[src/rtl/pit_pkg.sv]
package pit_pkg;
  parameter int unsigned PIT_W = 8;
  parameter int unsigned PIT_SYNC_STAGES = 2;

  typedef enum logic [1:0] {
    ACT_HOLD   = 2'd0,
    ACT_LOAD   = 2'd1,
    ACT_DEC    = 2'd2,
    ACT_RELOAD = 2'd3
  } cnt_act_e;
endpackage

[src/rtl/pit_rst_sync.sv]
module pit_rst_sync #(
  parameter int unsigned STAGES = 2
) (
  input  logic clk,
  input  logic rst_n,
  output logic rst_n_sync_o
);
  logic [STAGES-1:0] sync_q;
  logic [STAGES-1:0] sync_d;

  generate
    if (STAGES == 1) begin : g_one
      always_comb sync_d = 1'b1;
    end else begin : g_many
      always_comb sync_d = {sync_q[STAGES-2:0], 1'b1};
    end
  endgenerate

  always_ff @(posedge clk or negedge rst_n) begin
    if (!rst_n) sync_q <= '0;
    else        sync_q <= sync_d;
  end

  assign rst_n_sync_o = sync_q[STAGES-1];
endmodule

[src/rtl/pit_ival_reg.sv]
module pit_ival_reg #(
  parameter int unsigned W = 8
) (
  input  logic         clk,
  input  logic         rst_n,
  input  logic         wr_en_i,
  input  logic [W-1:0] wr_data_i,
  output logic [W-1:0] ival_o
);
  logic [W-1:0] ival_q;
  logic [W-1:0] ival_d;
  logic         ival_en;

  always_comb begin
    ival_en = wr_en_i;
    ival_d  = wr_data_i;
  end

  always_ff @(posedge clk or negedge rst_n) begin
    if (!rst_n)       ival_q <= '0;
    else if (ival_en) ival_q <= ival_d;
  end

  assign ival_o = ival_q;


  ival_hold_chk: assert property (@(posedge clk) disable iff (!rst_n)
    !wr_en_i |=> (ival_o == $past(ival_o)));
endmodule

[src/rtl/pit_downcnt.sv]
module pit_downcnt
  import pit_pkg::*;
#(
  parameter int unsigned W = 8
) (
  input  logic         clk,
  input  logic         rst_n,
  input  logic         tick_i,
  input  logic         load_i,
  input  logic [W-1:0] load_val_i,
  input  logic [W-1:0] ival_i,
  output logic         expire_o
);
  localparam logic [W-1:0] ONE = W'(1);

  cnt_act_e     act;
  logic [W-1:0] cnt_q;
  logic [W-1:0] cnt_d;
  logic         cnt_en;

  always_comb begin
    act = ACT_HOLD;
    if (load_i)
      act = ACT_LOAD;
    else if (tick_i && (ival_i != '0))
      act = (cnt_q == ONE) ? ACT_RELOAD : ACT_DEC;
  end

  always_comb begin
    cnt_d = cnt_q;
    unique case (act)
      ACT_LOAD:   cnt_d = load_val_i;
      ACT_RELOAD: cnt_d = ival_i;
      ACT_DEC:    cnt_d = cnt_q - ONE;
      default:    cnt_d = cnt_q;
    endcase
    cnt_en = (act != ACT_HOLD);
  end

  always_ff @(posedge clk or negedge rst_n) begin
    if (!rst_n)      cnt_q <= '0;
    else if (cnt_en) cnt_q <= cnt_d;
  end

  assign expire_o = (act == ACT_RELOAD);


  load_val_chk: assert property (@(posedge clk) disable iff (!rst_n)
    load_i |=> (cnt_q == $past(load_val_i)));


  cnt_bound_chk: assert property (@(posedge clk) disable iff (!rst_n)
    cnt_q <= ival_i);


  zero_idle_chk: assert property (@(posedge clk) disable iff (!rst_n)
    (ival_i == '0) |-> (cnt_q == '0));
endmodule

[src/rtl/pit_top.sv]
module pit_top
  import pit_pkg::*;
#(
  parameter int unsigned W           = PIT_W,
  parameter int unsigned SYNC_STAGES = PIT_SYNC_STAGES
) (
  input  logic         clk,
  input  logic         rst_n,
  input  logic         tick_i,
  input  logic         wr_en_i,
  input  logic [W-1:0] wr_data_i,
  output logic [W-1:0] rd_data_o,
  output logic         irq_o
);
  logic         rst_n_int;
  logic [W-1:0] ival;
  logic         expire;
  logic         irq_q;
  logic         irq_d;

  pit_rst_sync #(.STAGES(SYNC_STAGES)) u_rst_sync (
    .clk          (clk),
    .rst_n        (rst_n),
    .rst_n_sync_o (rst_n_int)
  );

  pit_ival_reg #(.W(W)) u_ival (
    .clk       (clk),
    .rst_n     (rst_n_int),
    .wr_en_i   (wr_en_i),
    .wr_data_i (wr_data_i),
    .ival_o    (ival)
  );

  pit_downcnt #(.W(W)) u_cnt (
    .clk        (clk),
    .rst_n      (rst_n_int),
    .tick_i     (tick_i),
    .load_i     (wr_en_i),
    .load_val_i (wr_data_i),
    .ival_i     (ival),
    .expire_o   (expire)
  );

  always_comb irq_d = expire;

  always_ff @(posedge clk or negedge rst_n_int) begin
    if (!rst_n_int) irq_q <= 1'b0;
    else            irq_q <= irq_d;
  end

  assign irq_o     = irq_q;
  assign rd_data_o = ival;


  no_wr_irq_chk: assert property (@(posedge clk) disable iff (!rst_n_int)
    wr_en_i |=> !irq_o);


  irq_tick_chk: assert property (@(posedge clk) disable iff (!rst_n_int)
    irq_o |-> $past(tick_i));


  zero_irq_chk: assert property (@(posedge clk) disable iff (!rst_n_int)
    ((rd_data_o == '0) && !wr_en_i) |=> !irq_o);
endmodule

[config.mk]
export PLATFORM = sky130hd
export DESIGN_NAME = pit_top
export DESIGN_NICKNAME = d
export VERILOG_FILES = /design/src/rtl/pit_pkg.sv /design/src/rtl/pit_rst_sync.sv /design/src/rtl/pit_ival_reg.sv /design/src/rtl/pit_downcnt.sv /design/src/rtl/pit_top.sv
export SDC_FILE = /design/constraint.sdc
export NUM_CORES = 1
export LEC_CHECK = 0
export ABC_CLOCK_PERIOD_IN_PS = 1900
export CAP_MARGIN = 5
export CELL_PAD_IN_SITES_DETAIL_PLACEMENT = 0
export CELL_PAD_IN_SITES_GLOBAL_PLACEMENT = 1
export CORE_MARGIN = 2
export CORE_UTILIZATION = 43
export DETAILED_ROUTE_END_ITERATION = 16
export PLACE_DENSITY = 0.81
export SYNTH_ARGS = -nofsm -noshare
export SYNTH_HDL_FRONTEND = slang
export SYNTH_HIERARCHICAL = 1
export SYNTH_SLANG_ARGS = --single-unit
[constraint.sdc]
create_clock -name clk -period 1.9 [get_ports clk]
set_clock_uncertainty 0.1 [all_clocks]
set_input_delay 0.57 -clock clk [delete_from_list [all_inputs] [get_ports clk]]
set_output_delay 0.57 -clock clk [all_outputs]
set_load 0.01 [all_outputs]
==> flow_summary.toml <==
[drt]
wl_um = 2720
drtAntennaViolNets = 0
viasPerCell = 5.56
wl_per_cell_um = 15.3
vias = 989
first_iter_violations = 15
dr.pass1.iters = 4
drc = 0

[power_and_ir_drop]
comb_power_share_pct = 32.3
pwr-share-seq_pct = 47.4
p_int_w = 0.000716
p_switching_w = 0.000322
ir_worst_vdd_v = 0.000486
pwr-share-clk_pct = 20.3
swShare_pct = 31.1
total_leakage_power_nw = 0.711
p_per_area_nw_per_um2 = 641

[logic_synthesis]
synthDistinctLibCells = 44
synthFlopType = "dfrtp_1"
synth_nets = 122
yosys_warnings = 6
synth_edf_count = 0
synth_seq_area_share_pct = 41.3
postSynthCellCount = 108
synth.cell_area_um2 = 1150
ys_seq_elements = 19
synthArstFlopShare_pct = 100
syn_avg_cell_area_um2 = 10.7

[critical_path]
r2r_end = "u_cnt/cnt_q[1]$_DFFE_PN0P_"
arrival_ns = 1.98
reg2reg_depth = 5
end_kind = "register"
crit_fanout = 6
cp_data_required_time_ns = 2.00
cp-start-kind = "register"
critical_path.slowest_cell = "or4_4"
cpPeakStageDelay_ns = 0.56
reg2reg_from = "u_ival/ival_o[3]$_DFFE_PN0P_"
crit_family = "compound AO/OA/AOI/OAI gates"
reg2reg_slack_ns = 0.02
critical_path_buf_inv_count = 1
worstPathCellList = "buf_6, or4_4, o21a_2, o311a_1, o22a_1"
critical_path_class = "reg2reg"

[sta]
worst_slew_pin_slew_ns = 0.709
setup_viol = 0
hold_viol_final = 0
min_period_ns = 1.88
relSlewSlack_pct = 52.7
fin_crit_sh_pct = 99.0
fmax_mhz = 532
rsz0062_at_grt = "true"
maxSlewViolCount = 0

[hold_path]
hold_class = "reg2async"

[grt]
grt_max_degree = 18
grt_overflow = 0
antenna_found_initial = 0
grt_pass1_wl_um = 4750
grt_pass1_vias = 991
grt_usage_pct = 19.1

[clock_network]
cts_buffers = 3
worst_skew_pair.late_latency_ns = 0.30
htree_levels = 1
cts.sinks = 19
clk_pin_slew_ns = 0.12
hold_buffers = 0
clock_path_buffers = 2
cts_tree = "yes"
cts-root-buf = "clkbuf_4"

[floorplan]
design.core.area_um2 = 2500
rows = 18
die_w_um = 55.7
start_util_pct = 46.0
die-area_um2 = 3110
fp.dieH_um = 55.7
ioPinCount = 21

[placed_design]
gp_congestion = 0.861
place_area_um2 = 1460
portBuffers = 20
hpwl_um = 1890

[final_layout]
design_area_um2 = 1620
final_core_util_pct = 64.8
final_cell_mix = "19 x dfrtp_1, 18 x buf_4, 12 x clkdlybuf4s50_1, 9 x nor2_1, 8 x mux2_4"
syn_to_final_growth_pct = 40.7
final_net_count = 163
drive_gt1_share_pct = 36.5
insertedDiodeCount = 0
n_fill_cell = 205
final_common_cell = "dfrtp_1"

[run_status]
outcome = "finished, final reports clean"

[run]
drv_cap = 0
-- metal layers --
layer	vias to the layer above	wire length, µm	track usage, %
met4	0	10	7.32
met1	481	1340	28.5
li1	486	-	-
met3	2	122	2.56
met2	20	1260	28.1
met5	-	0	0
-- cells in the mapped netlist, types with 3 or more instances --
library cell  count  area, µm²
nor2_1            9       33.8
clkbuf_1          3       11.3
inv_1             3       11.3
mux2_4            8        120
o21ai_0           3       15.0
nand3_1           4       20.0
or4_4             3       33.8
nand2_1           7       26.3
a31oi_1           5       31.3
dfrtp_1          19        475
-- repair_timing --
item | CTS | global route
setup endpoints to repair | 9 | 10
gates resized for setup | 7 | 15
setup buffers | 7 | 2
pin swaps | 0 | 5
-- worst register-to-register path, stage by stage, from the launching register on --
cell     delay, ns
dfrtp_1       0.41
buf_6         0.12
or4_4         0.56
o21a_2        0.27
o311a_1       0.13
o22a_1        0.18
-- worst max path at each step --
stage / start / end / slack (ns) / depth (start not counted)
after floorplan: u_cnt/cnt_q[1]$_DFFE_PN0P_ / u_cnt/cnt_q[1]$_DFFE_PN0P_ / 0.09 / 6
after global placement: tick_i / u_cnt/cnt_q[5]$_DFFE_PN0P_ / -0.07 / 4
after detailed placement: tick_i / u_cnt/cnt_q[5]$_DFFE_PN0P_ / -0.10 / 4
after CTS: u_ival/ival_o[6]$_DFFE_PN0P_ / rd_data_o[6] / 0.005 / 1
after global routing: u_cnt/cnt_q[1]$_DFFE_PN0P_ / u_cnt/cnt_q[1]$_DFFE_PN0P_ / -0.05 / 6
final: u_ival/ival_o[3]$_DFFE_PN0P_ / u_cnt/cnt_q[1]$_DFFE_PN0P_ / 0.02 / 5
-- cell families (layout without fill, tap and decap cells) --
| group | after synthesis | after routing | synth area share, % |
|---|---|---|---|
| AO/OA/AOI/OAI | 29 | 29 | 19.0 |
| AND/OR/NAND/NOR | 37 | 37 | 19.9 |
| adder cells (fa/ha/maj) | 2 | 2 | 2.17 |
| flip-flops | 19 | 19 | 41.3 |
| buffers and inverters | 10 | 50 | 5.00 |
| multiplexers | 10 | 10 | 12.3 |
| other | 1 | 1 | 0.326 |
-- through the flow --
| stage | setup TNS (ns) | instances | power [W] | hold WS (ns) | setup WS [ns] |
|---|---|---|---|---|---|
| global placement | -0.146 | 165 | 0.000789 | 0.224 | -0.0724 |
| detailed placement | -0.243 | 165 | 0.000792 | 0.232 | -0.101 |
| floorplan | 0 | 108 | 0.000661 | 0.113 | 0.0938 |
| finish | 0 | 178 | 0.00104 | 0.199 | 0.0190 |
| CTS | 0 | 176 | 0.00102 | 0.239 | 0.00527 |
| global route | -0.136 | 178 | 0.00111 | 0.274 | -0.0481 |
-- power by group through the flow --
stage,sequential (W),combinational [W],clock [W]
after CTS,0.000490,0.000312,0.000218
after floorplan,0.000494,0.000167,0
after global routing,0.000503,0.000362,0.000241
after detailed placement,0.000506,0.000286,0
final,0.000492,0.000335,0.000211
after global placement,0.000504,0.000284,0
-- area by class of cell --
class	count	area, µm²	area share [%]
sequential	19	475	29.4
clock buffer	3	22.5	1.39
inverter	3	11.3	0.696
clock inverter	1	5.00	0.309
timing repair buffer	43	402	24.8
multi-input combinational	79	666	41.1
tap	30	37.5	2.32
-- state kept, by name (all words and copies together) (netlist names) --
register	flops
u_ival/ival_o	8
u_rst_sync/sync_q	2
u_cnt/cnt_q	8
irq_o	1
No activity file was read; power rests on OpenSTA's default activity.
